File: src/rtl/sar_seq_pkg.sv
package sar_seq_pkg;

  typedef enum logic [1:0] {
    PH_IDLE   = 2'd0,
    PH_SETTLE = 2'd1,
    PH_TRIAL  = 2'd2,
    PH_ACQ    = 2'd3
  } phase_t;

  // Number of bit decisions for the chosen length.
  function automatic int unsigned trial_count(input logic short_sel,
                                              input int unsigned full_w,
                                              input int unsigned short_w);
    return short_sel ? short_w : full_w;
  endfunction

  // Index of the last bit decided for the chosen length.
  function automatic int unsigned last_bit(input logic short_sel,
                                           input int unsigned full_w,
                                           input int unsigned short_w);
    return short_sel ? (full_w - short_w) : 0;
  endfunction

  // Total cycles that status stays high.
  function automatic int unsigned busy_cycles(input logic short_sel,
                                              input int unsigned full_w,
                                              input int unsigned short_w,
                                              input int unsigned settle_c,
                                              input int unsigned acq_c);
    return settle_c + trial_count(short_sel, full_w, short_w) + acq_c;
  endfunction

  function automatic int unsigned max2(input int unsigned a, input int unsigned b);
    return (a > b) ? a : b;
  endfunction

endpackage

File: src/rtl/sar_delay_timer.sv
module sar_delay_timer #(
  parameter int CNT_W = 4
) (
  input  logic             clk,
  input  logic             rst,
  input  logic             en,
  input  logic [CNT_W-1:0] limit,
  output logic             expire
);
  localparam logic [CNT_W-1:0] ONE = CNT_W'(1);

  logic [CNT_W-1:0] cnt_q;

  assign expire = en && (cnt_q == (limit - ONE));

  always_ff @(posedge clk) begin
    if (rst || !en || expire) cnt_q <= '0;
    else                      cnt_q <= cnt_q + ONE;
  end

  // the counter never runs past the window it times
  a_r8_count_in_window: assert property (@(posedge clk) disable iff (rst)
    en |-> (cnt_q < limit));

endmodule

File: src/rtl/sar_bit_engine.sv
module sar_bit_engine #(
  parameter int RES_W = 12,
  parameter int IDX_W = 4
) (
  input  logic             clk,
  input  logic             rst,
  input  logic             load,
  input  logic             step,
  input  logic             cmp_i,
  input  logic [IDX_W-1:0] last_idx,
  output logic [RES_W-1:0] trial_code,
  output logic [RES_W-1:0] sar_value,
  output logic             last_step
);
  localparam logic [IDX_W-1:0] ONE = IDX_W'(1);
  localparam logic [IDX_W-1:0] TOP = IDX_W'(RES_W - 1);

  logic [RES_W-1:0] sar_q;
  logic [IDX_W-1:0] idx_q;
  logic [RES_W-1:0] probe;

  for (genvar b = 0; b < RES_W; b++) begin : g_probe
    assign probe[b] = step && (idx_q == IDX_W'(b));
  end

  assign trial_code = sar_q | probe;
  assign sar_value  = sar_q;
  assign last_step  = step && (idx_q == last_idx);

  always_ff @(posedge clk) begin
    if (rst) begin
      sar_q <= '0;
      idx_q <= TOP;
    end else if (load) begin
      sar_q <= '0;
      idx_q <= TOP;
    end else if (step) begin
      sar_q[idx_q] <= cmp_i;
      if (idx_q != '0) idx_q <= idx_q - ONE;
    end
  end

  // the decided bit equals the comparator value seen at the trial
  a_r4_keep_bit: assert property (@(posedge clk) disable iff (rst)
    step |=> (sar_q[$past(idx_q)] == $past(cmp_i)));

  // the register holds between trials and starts
  a_r9_hold_value: assert property (@(posedge clk) disable iff (rst)
    (!load && !step) |=> $stable(sar_q));

endmodule

File: src/rtl/sar_cycle_fsm.sv
module sar_cycle_fsm
  import sar_seq_pkg::*;
(
  input  logic   clk,
  input  logic   rst,
  input  logic   start_i,
  input  logic   short_i,
  input  logic   timer_expire,
  input  logic   last_step,
  output phase_t phase,
  output logic   short_q,
  output logic   conv_begin,
  output logic   step,
  output logic   timer_en,
  output logic   in_acq,
  output logic   status,
  output logic   hold,
  output logic   done_q
);
  phase_t phase_q, phase_d;

  assign phase      = phase_q;
  assign conv_begin = (phase_q == PH_IDLE) && start_i;
  assign step       = (phase_q == PH_TRIAL);
  assign in_acq     = (phase_q == PH_ACQ);
  assign timer_en   = (phase_q == PH_SETTLE) || in_acq;
  assign status     = (phase_q != PH_IDLE);
  assign hold       = (phase_q == PH_SETTLE) || step;

  always_comb begin
    phase_d = phase_q;
    unique case (phase_q)
      PH_IDLE:   if (conv_begin)   phase_d = PH_SETTLE;
      PH_SETTLE: if (timer_expire) phase_d = PH_TRIAL;
      PH_TRIAL:  if (last_step)    phase_d = PH_ACQ;
      PH_ACQ:    if (timer_expire) phase_d = PH_IDLE;
      default:                     phase_d = PH_IDLE;
    endcase
  end

  always_ff @(posedge clk) begin
    if (rst) begin
      phase_q <= PH_IDLE;
      short_q <= 1'b0;
      done_q  <= 1'b0;
    end else begin
      phase_q <= phase_d;
      if (conv_begin) begin
        short_q <= short_i;
        done_q  <= 1'b0;
      end else if (step && last_step) begin
        done_q  <= 1'b1;
      end
    end
  end

  // an accepted start raises status and hold next cycle
  a_r2_start_raises: assert property (@(posedge clk) disable iff (rst)
    conv_begin |=> (status && hold && !done_q));

  // settling is left only when the timer expires
  a_r3_settle_wait: assert property (@(posedge clk) disable iff (rst)
    ((phase_q == PH_SETTLE) && !timer_expire) |=> (phase_q == PH_SETTLE));

  // latched length select is frozen during a conversion
  a_r6_len_held: assert property (@(posedge clk) disable iff (rst)
    (status && $past(status)) |-> $stable(short_q));

  // a start while busy never opens a new settling phase
  a_r7_busy_ignores: assert property (@(posedge clk) disable iff (rst)
    (status && start_i) |=> ((phase_q != PH_SETTLE) || $past(phase_q == PH_SETTLE)));

endmodule

File: src/rtl/sar_cycle_seq.sv
module sar_cycle_seq
  import sar_seq_pkg::*;
#(
  parameter int RES_W    = 12,
  parameter int SHORT_W  = 8,
  parameter int HOLD_CYC = 10,
  parameter int ACQ_CYC  = 10
) (
  input  logic             clk,
  input  logic             rst,
  input  logic             start_i,
  input  logic             short_i,
  input  logic             cmp_i,
  output logic             status_o,
  output logic             hold_o,
  output logic [RES_W-1:0] trial_o,
  output logic [RES_W-1:0] result_o,
  output logic             valid_o
);
  localparam int IDX_W = $clog2(RES_W);
  localparam int CNT_W = $clog2(max2(HOLD_CYC, ACQ_CYC) + 1);
  localparam int LOW_W = RES_W - SHORT_W;
  localparam logic [CNT_W-1:0] HOLD_L = CNT_W'(HOLD_CYC);
  localparam logic [CNT_W-1:0] ACQ_L  = CNT_W'(ACQ_CYC);
  localparam logic [IDX_W-1:0] LAST_FULL  = IDX_W'(last_bit(1'b0, RES_W, SHORT_W));
  localparam logic [IDX_W-1:0] LAST_SHORT = IDX_W'(last_bit(1'b1, RES_W, SHORT_W));

  phase_t           phase;
  logic             short_q, conv_begin, step, timer_en, in_acq;
  logic             timer_expire, last_step, done_q;
  logic [CNT_W-1:0] timer_limit;
  logic [IDX_W-1:0] last_idx;
  logic [RES_W-1:0] sar_value;

  assign timer_limit = in_acq ? ACQ_L : HOLD_L;
  assign last_idx    = short_q ? LAST_SHORT : LAST_FULL;

  sar_cycle_fsm u_fsm (
    .clk(clk), .rst(rst), .start_i(start_i), .short_i(short_i),
    .timer_expire(timer_expire), .last_step(last_step),
    .phase(phase), .short_q(short_q), .conv_begin(conv_begin), .step(step),
    .timer_en(timer_en), .in_acq(in_acq), .status(status_o), .hold(hold_o),
    .done_q(done_q)
  );

  sar_delay_timer #(.CNT_W(CNT_W)) u_timer (
    .clk(clk), .rst(rst), .en(timer_en), .limit(timer_limit), .expire(timer_expire)
  );

  sar_bit_engine #(.RES_W(RES_W), .IDX_W(IDX_W)) u_engine (
    .clk(clk), .rst(rst), .load(conv_begin), .step(step), .cmp_i(cmp_i),
    .last_idx(last_idx), .trial_code(trial_o), .sar_value(sar_value),
    .last_step(last_step)
  );

  assign valid_o  = done_q;
  assign result_o = done_q ? sar_value : '0;

  // during acquisition the sample/hold is back in sample
  a_r8_acq_sampling: assert property (@(posedge clk) disable iff (rst)
    (valid_o && status_o) |-> !hold_o);

  // short results carry zero low bits
  a_r5_short_low_zero: assert property (@(posedge clk) disable iff (rst)
    (valid_o && short_q) |-> (result_o[LOW_W-1:0] == '0));

endmodule

File: config.mk
export PLATFORM = sky130hd
export DESIGN_NAME = sar_cycle_seq
export DESIGN_NICKNAME = d
export VERILOG_FILES = /design/src/rtl/sar_seq_pkg.sv /design/src/rtl/sar_delay_timer.sv /design/src/rtl/sar_bit_engine.sv /design/src/rtl/sar_cycle_fsm.sv /design/src/rtl/sar_cycle_seq.sv
export SDC_FILE = /design/constraint.sdc
export NUM_CORES = 1
export LEC_CHECK = 0
export ABC_CLOCK_PERIOD_IN_PS = 2800
export BUFFER_PORTS_ARGS = -buffer_cell sky130_fd_sc_hd__buf_2
export CORE_MARGIN = 2
export CORE_UTILIZATION = 30
export DETAILED_ROUTE_END_ITERATION = 6
export GPL_TIMING_DRIVEN = 0
export HOLD_SLACK_MARGIN = 0.15
export PLACE_DENSITY_LB_ADDON = 0.05
export SETUP_SLACK_MARGIN = 0.4
export SKIP_LAST_GASP = 1
export SYNTH_ARGS = -nofsm -noshare
export SYNTH_HDL_FRONTEND = slang
export SYNTH_SLANG_ARGS = --single-unit
File: constraint.sdc
create_clock -name clk -period 2.8 [get_ports clk]
set_input_delay 0.28 -clock clk [delete_from_list [all_inputs] [get_ports clk]]
set_output_delay 0.28 -clock clk [all_outputs]
set_load 0.01 [all_outputs]
-- Word-level counts from Yosys, hierarchy flattened
Index checks and enable logic that the tools add are counted.
- bits of input ports: 5
- output and inout bits: 27
- register bits after elaboration: 24
- add/sub/neg operators: 2
- magnitude comparators: 2
- bitwise gates (word level): 1
- mux-type cells: 10
- equal/unequal tests: 20
- reductions and logical operators: 29
- operators with widths (kind ; count):
    $eq 4x4->1 const B ; 5
    $logic_and 1x1->1 ; 17
    $eq 4x3->1 const B ; 4
    $bwmux 12 ; 1
    $mux 12 ; 1
    $or 12x12->12 ; 1
    $eq 4x2->1 const B ; 2
    $mux 2 ; 4
    $pmux 2 s4 ; 1
    $lt 4x5->1 const B ; 1
    $add 4x1->4 const B ; 1
    $demux 1 s4 ; 1
    $eq 2x2->1 const B ; 2
    $eq 4x1->1 const B ; 1
    $eq 4x3->1 ; 1
    $ge 4x1->1 const B ; 1
    $logic_not 4->1 ; 1
    $logic_or 1x1->1 ; 4
    $ne 2x1->1 const B ; 2
    $ne 2x2->1 const B ; 2
    $reduce_and 4->1 ; 1
    $reduce_bool 4->1 ; 1
    $sub 4x1->4 const B ; 1
    $mux 3 ; 1
    other kinds (7) ; 7

-- Depth between registers and ports, before layout
- depth after elaboration: 5
- mapped depth: 7
- gate-level depth less buffers: 6

-- Hierarchy
Synthesis repeated with hierarchy kept, for this count alone.
- cell total of the unflattened synthesis: 174
- area total of the unflattened synthesis: 1546.5 um2
- modules (own cells, without submodules) (module ; area an instance (um2) ; cells an instance ; sequential area each (um2) ; times used):
    sar_bit_engine ; 935.9 ; 107 ; 320.3 ; 1
    sar_cycle_fsm ; 265.3 ; 27 ; 80.1 ; 1
    sar_delay_timer ; 241.5 ; 25 ; 80.1 ; 1
    sar_cycle_seq ; 103.8 ; 15 ; 0.0 ; 1

-- Worst setup path before layout
No wires, ideal clock.
- kind: reg2out
- start: reg u_fsm.phase_q[0] (netlist: u_fsm.phase[0])
- end: out trial_o[8]
- arrival time: 1.258 ns
- buffers on the path: 1
- cell stages (with the launch flop): 7
- slack: 1.262 ns
- cells stage by stage: dfxtp_1 -> inv_1 -> ha_1 -> buf_4 -> nand2_1 -> nor2_1 -> or2_2
- word-level cells in the longest chain between the ends: 3
- RTL lines (element ; RTL line ; text):
    from (decl) ; sar_cycle_fsm.sv:20 ; phase_t phase_q, phase_d;
    from (signal assigned) ; sar_cycle_fsm.sv:47 ; phase_q <= phase_d;
    $eq 2x2->1 ; sar_cycle_fsm.sv:24 ; assign step = (phase_q == PH_TRIAL);
    $logic_and 1x1->1 ; sar_bit_engine.sv:23 ; assign probe[b] = step && (idx_q == IDX_W'(b));
    $or 12x12->12 ; sar_bit_engine.sv:26 ; assign trial_code = sar_q | probe;
    to (decl) ; sar_cycle_seq.sv:16 ; output logic [RES_W-1:0] trial_o,
Every way passes these cells.

-- Final worst setup path
Ends and elaborated chain as after synthesis.

==> out/qor.yml <==
setup_tns_ps: 0
synth.avg_cell_area_um2: 8.829
drt_iter0_drc: 44
powerDensity_nw_per_um2: 570.2
post-cts-setup-buffers: 0
cts-buffers-inserted: 3
yosysMostFrequentCell: "dfxtp_1"
cp.arrival_ps: 1770
r2r-start: "u_fsm.phase[0]"
die_area_um2: 5242
synth_edf_count: 0
period_needed_ps: 2054
drc: 0
die_w_um: 72.41
drive_above_1_share: 0.3057
crit_slowest_cell: "dfxtp_1"
peakVddDrop_uv: 279.1
start_kind: "register"
vias_per_cell: 4.543
status: "complete, no violations"
post_drt_wl_per_cell_um: 11.96
netlist_area_um2: 1404
synthTopCellsByArea: "dfxtp_1 34%, ha_1 11%, mux2i_1 7.1%, nor2_1 6.1%, and2_1 5.3%"
async_flop_share: 0
start_util: 0.3159
synth_top_area_cell: "dfxtp_1"
antenna_found_initial: 0
syn-num-nets: 176
syn2layout_area_growth_pct: 18.63
critical_path.max_fanout: 10
worst_pin_slew_ps: 472.0
cp-end-kind: "primary output"
final_cells: 245
crit_required_ps: 2520
crit_path_end: "trial_o[8]"
route.vias.total: 1113
place_congestion: 0.7267
rr_endpoint: "u_engine.sar_value[10]"
fin_crit_sh: 0.7336
synth_top_cell_area_share: 0.3422
worstHoldPathCells: 2
die_height_um: 72.41
cp.depth: 7
synth_cell_types: 34
clock_sinks: 24
io_pins: 32
nNetsFinal: 212
seq_area_frac_synth: 0.3422
drv_slew: 0
antennaDiodeCount: 0
cts_tree: "done"
skew_ps: 6.397
coreArea_um2: 4444
slew_headroom: 0.6853
ant_nets: 0
hpwl_mm: 2.269
final_hold_viol_count: 0
clock.fmax_ghz: 0.4868
crit_type: "reg -> out"
cts_resized: 0
wirelength_mm: 2.929
crit_chain: "inv_1 -> ha_1 -> buf_4 -> nand2_1 -> nor2_1 -> or2_2 -> buf_2"
crit_path_max_incr_delay_ps: 360
grt_first_pass_wirelength_mm: 4.795
drv_cap: 0
num_rows: 24
rsz0062_at_grt: "false"
grt_start_max_net_pins: 13
ys_top_cells_by_count: "24 x dfxtp_1, 23 x nor2_1, 14 x nand2_1"
critical_path.top_delay_family: "simple AND/OR/NAND/NOR gates"
min_path_type: "in -> reg"
p_total_uw: 949.6
cp_num_buf_inv: 3
port_buffers: 31
cts_hold_buf: 0
overflow: 0
dp_cells: 242
clockRootBuffer: "clkbuf_8"
clockBufferDepth: 2
grt_pass1_vias: 1022
synthCells: 159
clk_latency_ps: 270
yosysWarnings: 0
r2r_slack_ps: 1290
startpoint: "u_fsm.phase[0]"
synth_seq_cells: 24
synth_ff_type: "dfxtp_1"
cts-htree-levels: 1
setup_viol: 0
dr.pass1.iters: 4
clk_pin_slew_worst_paths_ps: 80
grtUsageTotal: 0.1151
p_leak_uw: 0.0007765
r2r_cells: 7
## registers in the layout, indices dropped and copies added (netlist names)
register / cells
u_fsm.done_q: 1
u_engine.sar_value: 12
u_engine.idx_q: 4
u_fsm.phase: 2
u_timer.cnt_q: 4
u_fsm.short_q: 1
## worst min-delay path by stage
stage	startpoint	to	slack, ps
after global routing	rst	u_fsm.phase[0]	250
after global placement	u_timer.cnt_q[0]	u_timer.cnt_q[0]	450
after detailed placement	u_fsm.short_q	u_fsm.short_q	470
final	rst	u_fsm.phase[0]	240
after CTS	rst	u_fsm.phase[0]	250
after floorplan	rst	u_fsm.phase[0]	340
## layout by cell type (no fill, tap or decap), types with 2 or more instances in the layout
master	count
xor2_1	2
clkbuf_8	3
or2_2	8
mux2i_1	10
nor3_1	2
or2_1	4
inv_1	6
xnor2_1	3
nand3_1	2
nand2_1	14
and2_1	12
nor3_2	5
nor2_1	23
ha_1	12
dfxtp_1	24
o21ai_0	3
buf_2	32
buf_6	2
a21oi_1	6
clkbuf_1	2
nand2b_1	4
## final cells by class
class                           instances  area, um2
Tap cell                               52      65.06
Multi-Input combinational cell        122      854.6
Fill cell                             471       2779
Sequential cell                        24      480.5
Inverter                                7      26.28
Timing Repair Buffer                   31      155.1
Clock buffer                            3      41.29
Buffer                                  6      42.54
## where the power goes
part / switching, uW / internal, uW
clock: 110 / 96.3
sequential: 29.6 / 372
combinational: 203 / 138
total: 343 / 607
## worst register-to-register path: cells and delay by family, from the launching register on
family	cells	cell delay, ps
AND/OR/NAND/NOR	3	370
flip-flops	1	330
buffers and inverters	2	310
multiplexers	1	230
adder cells (fa/ha/maj)	1	160
## logic make-up (layout without fill, tap and decap cells)
kind of cell	count (synthesis)	after routing	share of synthesized area
AO/OA/AOI/OAI	16	16	0.08735
XOR/XNOR	5	5	0.03120
adder cells (fa/ha/maj)	12	12	0.1069
buffers and inverters	13	47	0.04902
flip-flops	24	24	0.3422
multiplexers	10	10	0.07130
AND/OR/NAND/NOR	79	79	0.3119
## metrics by stage
step           utilization  area, um2  worst slack (ps)  hold slack [ps]
5_1_grt             0.3747       1665             612.0            246.1
6_report            0.3747       1665             745.8            244.8
3_3_place_gp        0.3654       1624              1015            454.7
3_5_place_dp        0.3654       1624              1002            467.2
4_1_cts             0.3747       1665             711.2            247.7
2_1_floorplan            -       1404              1262            344.6
## layer usage
metal / GRT usage / vias to the layer above / routed length, um
met4: 0.03704 / 0 / 39
met5: 0 / - / 0
met3: 0.02083 / 5 / 120
met1: 0.1465 / 500 / 1404
met2: 0.1967 / 25 / 1365
li1: - / 583 / -
Note: power is estimated with default switching activity, not from simulation.
